**config.mk**
```make
export PLATFORM = sky130hd
export DESIGN_NAME = spwm_gate_gen
export DESIGN_NICKNAME = d
export VERILOG_FILES = /design/src/rtl/spwm_pkg.sv /design/src/rtl/spwm_rate_div.sv /design/src/rtl/spwm_carrier.sv /design/src/rtl/spwm_dead_band.sv /design/src/rtl/spwm_leg.sv /design/src/rtl/spwm_gate_gen.sv
export SDC_FILE = /design/constraint.sdc
export NUM_CORES = 1
export LEC_CHECK = 0
export ABC_CLOCK_PERIOD_IN_PS = 2200
export BUFFER_PORTS_ARGS = -buffer_cell sky130_fd_sc_hd__buf_4
export CORE_MARGIN = 1.5
export CORE_UTILIZATION = 50
export CTS_BUF_LIST = sky130_fd_sc_hd__clkbuf_4 sky130_fd_sc_hd__clkbuf_8
export CTS_CLUSTER_DIAMETER = 50
export DETAILED_ROUTE_END_ITERATION = 10
export PLACE_DENSITY = 0.77
export SETUP_SLACK_MARGIN = 0.1
export SLEW_MARGIN = 20
export SYNTH_ARGS = -nofsm -noshare
export SYNTH_HDL_FRONTEND = slang
export SYNTH_SLANG_ARGS = --single-unit
export TNS_END_PERCENT = 10
```
**constraint.sdc**
```tcl
create_clock -name clk -period 2.2 [get_ports clk]
set_input_delay 0.22 -clock clk [delete_from_list [all_inputs] [get_ports clk]]
set_output_delay 0.22 -clock clk [all_outputs]
set_load 0.005 [all_outputs]
```
**src/rtl/spwm_pkg.sv**
```systemverilog
package spwm_pkg;
  localparam int REF_W   = 8;
  localparam int NUM_PH  = 3;

  typedef logic signed [REF_W-1:0] sample_t;

  localparam sample_t CAR_TOP = sample_t'((1 << (REF_W - 1)) - 1);
  localparam sample_t CAR_BOT = sample_t'(-((1 << (REF_W - 1)) - 1));

  typedef enum logic {
    DIR_UP   = 1'b0,
    DIR_DOWN = 1'b1
  } car_dir_e;
endpackage

```
**src/rtl/spwm_rate_div.sv**
```systemverilog
module spwm_rate_div #(
  parameter int W = 8
) (
  input  logic         clk,
  input  logic         rst_n,
  input  logic [W-1:0] code,
  output logic         tick
);
  logic [W-1:0] cnt_q, cnt_d;

  // tick fires once cnt reaches code; ">=" keeps a lowered code from overrunning
  always_comb begin
    tick  = (cnt_q >= code);
    cnt_d = tick ? '0 : cnt_q + 1'b1;
  end

  always_ff @(posedge clk or negedge rst_n) begin
    if (!rst_n) cnt_q <= '0;
    else        cnt_q <= cnt_d;
  end

  // after a tick the count restarts from zero
  a_r3_restart_after_tick: assert property (@(posedge clk) disable iff (!rst_n)
    tick |=> (cnt_q == '0));
endmodule

```
**src/rtl/spwm_carrier.sv**
```systemverilog
module spwm_carrier
  import spwm_pkg::*;
(
  input  logic    clk,
  input  logic    rst_n,
  input  logic    step_en,
  output sample_t carrier
);
  sample_t  car_q, car_d;
  car_dir_e dir_q, dir_d;

  always_comb begin
    car_d = car_q;
    dir_d = dir_q;
    if (step_en) begin
      if (dir_q == DIR_UP) begin
        if (car_q >= CAR_TOP) begin
          dir_d = DIR_DOWN;
          car_d = car_q - sample_t'(1);
        end else begin
          car_d = car_q + sample_t'(1);
        end
      end else begin
        if (car_q <= CAR_BOT) begin
          dir_d = DIR_UP;
          car_d = car_q + sample_t'(1);
        end else begin
          car_d = car_q - sample_t'(1);
        end
      end
    end
  end

  always_ff @(posedge clk or negedge rst_n) begin
    if (!rst_n) begin
      car_q <= CAR_BOT;
      dir_q <= DIR_UP;
    end else begin
      car_q <= car_d;
      dir_q <= dir_d;
    end
  end

  assign carrier = car_q;

  // carrier never leaves the symmetric range
  a_r2_in_range: assert property (@(posedge clk) disable iff (!rst_n)
    (car_q <= CAR_TOP) && (car_q >= CAR_BOT));
  // extremes are not repeated
  a_r2_turn_at_top: assert property (@(posedge clk) disable iff (!rst_n)
    (step_en && car_q == CAR_TOP) |=> (car_q == CAR_TOP - sample_t'(1)));
  a_r2_turn_at_bottom: assert property (@(posedge clk) disable iff (!rst_n)
    (step_en && car_q == CAR_BOT) |=> (car_q == CAR_BOT + sample_t'(1)));
  // carrier moves only on an enable
  a_r3_hold_between_steps: assert property (@(posedge clk) disable iff (!rst_n)
    !step_en |=> $stable(car_q));
endmodule

```
**src/rtl/spwm_dead_band.sv**
```systemverilog
module spwm_dead_band #(
  parameter int DT_W = 4
) (
  input  logic            clk,
  input  logic            rst_n,
  input  logic            dt_tick,
  input  logic [DT_W-1:0] setting,
  input  logic            raw,
  output logic            gate
);
  logic            gate_q, gate_d;
  logic [DT_W-1:0] wait_q, wait_d;

  always_comb begin
    gate_d = gate_q;
    wait_d = wait_q;
    if (!raw) begin
      gate_d = 1'b0;
      wait_d = '0;
    end else if (!gate_q) begin
      if (wait_q >= setting) begin
        gate_d = 1'b1;
      end else if (dt_tick) begin
        wait_d = wait_q + 1'b1;
      end
    end
  end

  always_ff @(posedge clk or negedge rst_n) begin
    if (!rst_n) begin
      gate_q <= 1'b0;
      wait_q <= '0;
    end else begin
      gate_q <= gate_d;
      wait_q <= wait_d;
    end
  end

  assign gate = gate_q;

  // a falling raw signal clears the gate on the next edge
  a_r6_fall_next_edge: assert property (@(posedge clk) disable iff (!rst_n)
    !raw |=> !gate_q);
  // no rise while the delay count is short of the setting
  a_r6_hold_during_wait: assert property (@(posedge clk) disable iff (!rst_n)
    (!gate_q && wait_q < setting) |=> !gate_q);
  // a rise always follows a raw high that persisted
  a_r8_rise_needs_raw: assert property (@(posedge clk) disable iff (!rst_n)
    $rose(gate_q) |-> $past(raw));
endmodule

```
**src/rtl/spwm_leg.sv**
```systemverilog
module spwm_leg
  import spwm_pkg::*;
#(
  parameter int DT_W = 4
) (
  input  logic            clk,
  input  logic            rst_n,
  input  logic            dt_tick,
  input  logic [DT_W-1:0] setting,
  input  sample_t         ref_smp,
  input  sample_t         carrier,
  output logic            gate_hi,
  output logic            gate_lo
);
  logic raw_hi, raw_lo;

  assign raw_hi = (ref_smp > carrier);
  assign raw_lo = ~raw_hi;

  spwm_dead_band #(.DT_W(DT_W)) u_db_hi (
    .clk(clk), .rst_n(rst_n), .dt_tick(dt_tick), .setting(setting),
    .raw(raw_hi), .gate(gate_hi)
  );

  spwm_dead_band #(.DT_W(DT_W)) u_db_lo (
    .clk(clk), .rst_n(rst_n), .dt_tick(dt_tick), .setting(setting),
    .raw(raw_lo), .gate(gate_lo)
  );

  // switches of one leg never on together
  a_r9_no_shoot_through: assert property (@(posedge clk) disable iff (!rst_n)
    !(gate_hi && gate_lo));
  // a compare win turns the lower switch off on the next edge
  a_r5_lo_off_when_hi_wins: assert property (@(posedge clk) disable iff (!rst_n)
    raw_hi |=> !gate_lo);
  // a compare loss turns the upper switch off on the next edge
  a_r4_hi_off_when_lost: assert property (@(posedge clk) disable iff (!rst_n)
    !raw_hi |=> !gate_hi);
endmodule

```
**src/rtl/spwm_gate_gen.sv**
```systemverilog
module spwm_gate_gen
  import spwm_pkg::*;
#(
  parameter int CODE_W      = 8,
  parameter int DT_W        = 4,
  parameter int DT_PRESCALE = 4
) (
  input  logic              clk,
  input  logic              rst_n,
  input  logic [CODE_W-1:0] carrier_code,
  input  logic [DT_W-1:0]   dead_setting,
  input  logic [REF_W-1:0]  ref_a,
  input  logic [REF_W-1:0]  ref_b,
  input  logic [REF_W-1:0]  ref_c,
  output logic [NUM_PH-1:0] gate_hi,
  output logic [NUM_PH-1:0] gate_lo
);
  localparam int PS_W = (DT_PRESCALE > 1) ? $clog2(DT_PRESCALE) : 1;
  localparam logic [PS_W-1:0] PS_CODE = PS_W'(DT_PRESCALE - 1);

  // reset: asserted at once, released after two clock edges
  logic [1:0] rst_sync_q;
  logic       rst_int_n;

  always_ff @(posedge clk or negedge rst_n) begin
    if (!rst_n) rst_sync_q <= 2'b00;
    else        rst_sync_q <= {rst_sync_q[0], 1'b1};
  end
  assign rst_int_n = rst_sync_q[1];

  logic    car_tick, dt_tick;
  sample_t carrier;
  sample_t refs [NUM_PH];

  assign refs[0] = sample_t'(ref_a);
  assign refs[1] = sample_t'(ref_b);
  assign refs[2] = sample_t'(ref_c);

  spwm_rate_div #(.W(CODE_W)) u_car_div (
    .clk(clk), .rst_n(rst_int_n), .code(carrier_code), .tick(car_tick)
  );

  spwm_rate_div #(.W(PS_W)) u_dt_div (
    .clk(clk), .rst_n(rst_int_n), .code(PS_CODE), .tick(dt_tick)
  );

  spwm_carrier u_carrier (
    .clk(clk), .rst_n(rst_int_n), .step_en(car_tick), .carrier(carrier)
  );

  for (genvar p = 0; p < NUM_PH; p++) begin : g_leg
    spwm_leg #(.DT_W(DT_W)) u_leg (
      .clk(clk), .rst_n(rst_int_n), .dt_tick(dt_tick), .setting(dead_setting),
      .ref_smp(refs[p]), .carrier(carrier),
      .gate_hi(gate_hi[p]), .gate_lo(gate_lo[p])
    );
  end

  // gates held low while reset is applied
  a_r1_reset_gates_low: assert property (@(posedge clk)
    !rst_n |-> (gate_hi == '0 && gate_lo == '0));
endmodule

```
==> key figures <==
Yosys
  • Synth Area in Simple Gates: 15.22%
  • Cells after Synth: 398
  • Ys flop type: dfrtp_1
  • Post-synthesis compound-gate area fraction: 16.37%
  • Sequential-to-total area share from yosys stat: 33.53%
  • Synth Cell Area: 3814 sq um
  • Syn nets: 503
  • Syn avg cell area: 9.582 sq um
  • EDFF count, synth: 0
  • Largest family of logic cells by synthesized area: adder cells
  • Synth cell types: 53
  • Register bit count reported by yosys: 51
  • Ys async rst share: 100.0%
  • Synth Area in Adders: 21.98%
  • Synth warn: 0
  • Post-synthesis xor/xnor area fraction: 5.971%
  • Mux cell area share after synthesis: 1.608%

GRT
  • Initial antenna violation count: 0
  • Vias in the first global route: 3010
  • Total track usage: 20.98%
  • First-pass GRT wire length: 13970 um
  • Congestion Overflow GR: 0
  • Largest net degree at the start of global routing: 50

Final layout
  • Most frequent cells in the layout: 67 x ha_1, 58 x buf_4, 47 x dfrtp_1
  • Most common cell after layout, fill and taps aside: ha_1
  • P&R area growth vs syn: 16.77%
  • Fin nets: 558
  • Layout cell share with drive strength beyond 1: 18.72%
  • Fin area: 4453 sq um
  • N_diodes: 0
  • Fillers: 624

Pwr
  • PwrDens: 739.6 nW/um^2
  • Max VDD drop: 0.0004670 V
  • Lkg Pwr: 2.223 nW

Timing
  • Slew @ Worst Pin: 0.6173 ns
  • Total negative slack: 0 ns
  • F_max: 488.2 MHz
  • Final hold viol count: 0
  • Crit share post-route: 93.11%
  • RSZ-0062 raised after global routing: yes
  • Final-report max-slew violation count: 0
  • Worst Hold Slack: 0.2199 ns
  • Final worst path period need: 2.048 ns
  • Rel. slew slack: 58.84%
  • Setup violators final: 0
  • Post-Route Skew: 0.01147 ns

Route
  • Vias per cell: 5.570
  • Drt first-iter violations: 133
  • Drt pass-1 iters: 5
  • DRC: 0
  • Routed Antenna Nets: 0
  • Routed length per placed instance: 14.97 um
  • Routed WL: 8276 um
  • Vias post-DR: 3080

Run
  • Max-cap viol count: 0

Worst setup path
  • CP endpoint kind: flop
  • Worst path arrival time: 2.21 ns
  • Crit start category: flop
  • Crit path buffers/inverters: 1
  • Critical path class: reg -> reg
  • Critical Path Max Stage Delay: 0.46 ns
  • R2R depth: 6
  • R2R Path Start: u_carrier.carrier[5]
  • CP Cell Sequence: inv_1, ha_1, a21o_1, a211o_1, o221ai_4, a22oi_1
  • Reg2Reg Capture Point: g_leg[0].u_leg.u_db_hi.wait_q[3]
  • Reg2reg setup slack: 0.15 ns
  • Crit-path leading delay family: compound AO/OA/AOI/OAI gates
  • CP Max Fanout: 10
  • Crit-path slowest cell: dfrtp_1
  • Critical Path RT: 2.36 ns
  • Critical path depth in cells: 6

Clocking
  • H-tree depth: 2
  • Clock tree buffer depth: 2
  • Clock latency on the worst-skew pair: 0.30 ns
  • TritonCTS clock tree: built
  • Clock transition at path regs: 0.09 ns
  • Clk root buf: clkbuf_8
  • CTS buffer count: 5
  • Clk sinks: 51

Placement
  • Final RePlAce weighted congestion: 0.8738
  • Detailed Place HPWL: 6250 um
  • DP Area: 4239 sq um
  • PortBufs: 43

Floorplan
  • Die X-Extent: 90.34 um
  • Die area: 8160 sq um
  • Ports: 44
  • Overall die height: 90.34 um
  • FP Rows: 31
  • Initial Util: 52.02%
  • Core ar.: 7331 sq um

Hold path
  • Min-delay worst type: in -> async

Status
  • Status: finished clean
-- worst max-delay path by stage --
stage	endpoint	slack, ns	start
final	g_leg[0].u_leg.u_db_hi.wait_q[3]	0.15	u_carrier.carrier[5]
after global routing	g_leg[0].u_leg.u_db_lo.wait_q[1]	0.03	u_carrier.carrier[7]
after CTS	g_leg[2].u_leg.u_db_lo.wait_q[1]	0.07	u_carrier.carrier[7]
after detailed placement	u_carrier.carrier[5]	0.09	u_carrier.carrier[0]
after global placement	u_carrier.carrier[5]	0.12	u_carrier.carrier[0]
after floorplan	u_carrier.carrier[5]	0.26	u_carrier.carrier[0]
-- metrics by stage --
stage | setup WS, ns | util [%] | std cells | power, mW
4_1_cts | 0.07158 | 59.62 | 545 | 3.287
2_1_floorplan | 0.2589 | - | 398 | 2.211
3_3_place_gp | 0.1230 | 57.83 | 535 | 2.517
3_5_place_dp | 0.08864 | 57.83 | 535 | 2.583
6_report | 0.1516 | 60.74 | 553 | 3.294
5_1_grt | 0.02769 | 60.74 | 553 | 3.570
-- timing repair --
item / 4_1_cts / 5_1_grt
hold buffers: 1 / 0
setup endpoints to repair: 9 / 36
resized for setup: 0 / 6
pin swaps: 0 / 7
setup buffers: 1 / 8
hold endpoints to repair: 2 / 0
-- synthesized netlist by cell type (all sizes together) (8+ instances only) --
library cell / instances / share of area, %
ha: 67 / 22
dfrtp: 49 / 32
nor2: 36 / 3.5
inv: 35 / 3.4
o21ai: 23 / 3.0
a21oi: 17 / 2.2
nand3: 16 / 2.1
xnor2: 16 / 3.7
and3: 10 / 1.6
xor2: 10 / 2.3
buf: 9 / 1.5
nand2: 9 / 0.89
o211ai: 9 / 1.8
a211oi: 8 / 2.4
o21a: 8 / 1.6
-- logic make-up after synthesis --
family	count (synthesis)
AOI/OAI and AO/OA	89
muxes	6
other	1
and+or+nand+nor	112
xor gates and xnor gates	26
adders and majority gates	67
DFF	51
buffers and inverters	46
-- flip-flops by register name, indices dropped and copies added (netlist names) --
signal / cells
rst_sync_q: 2
g_leg.u_leg.u_db_lo.wait_q: 12
u_carrier.dir_q: 1
g_leg.u_leg.u_db_hi.wait_q: 12
u_dt_div.cnt_q: 2
g_leg.u_leg.u_db_hi.gate: 3
u_carrier.carrier: 8
u_car_div.cnt_q: 8
g_leg.u_leg.u_db_lo.gate: 3
-- layer usage --
layer	part of all wire, %	vias to the layer above	global-route usage, %
li1	-	1539	-
met1	47	1460	28.41
met2	49	70	35.16
met3	3.0	11	2.609
met4	1.4	0	6.085
met5	0	-	0
-- power breakdown --
group	total (mW)	switching, mW	internal, mW
clock network	0.675	0.310	0.366
registers	1.26	0.160	1.10
logic	1.36	0.738	0.621
-- layout make-up --
| type | instances | area (sq um) | share of cell area [%] |
|---|---|---|---|
| clock buffer | 7 | 83.83 | 1.883 |
| clock inverter | 1 | 30.03 | 0.6743 |
| tap | 99 | 123.9 | 2.782 |
| timing repair buffer | 59 | 445.4 | 10.00 |
| sequential | 51 | 1281 | 28.77 |
| multi-input combinational | 301 | 2357 | 52.94 |
| inverter | 35 | 131.4 | 2.950 |
Power figures use the tool's default switching activity.
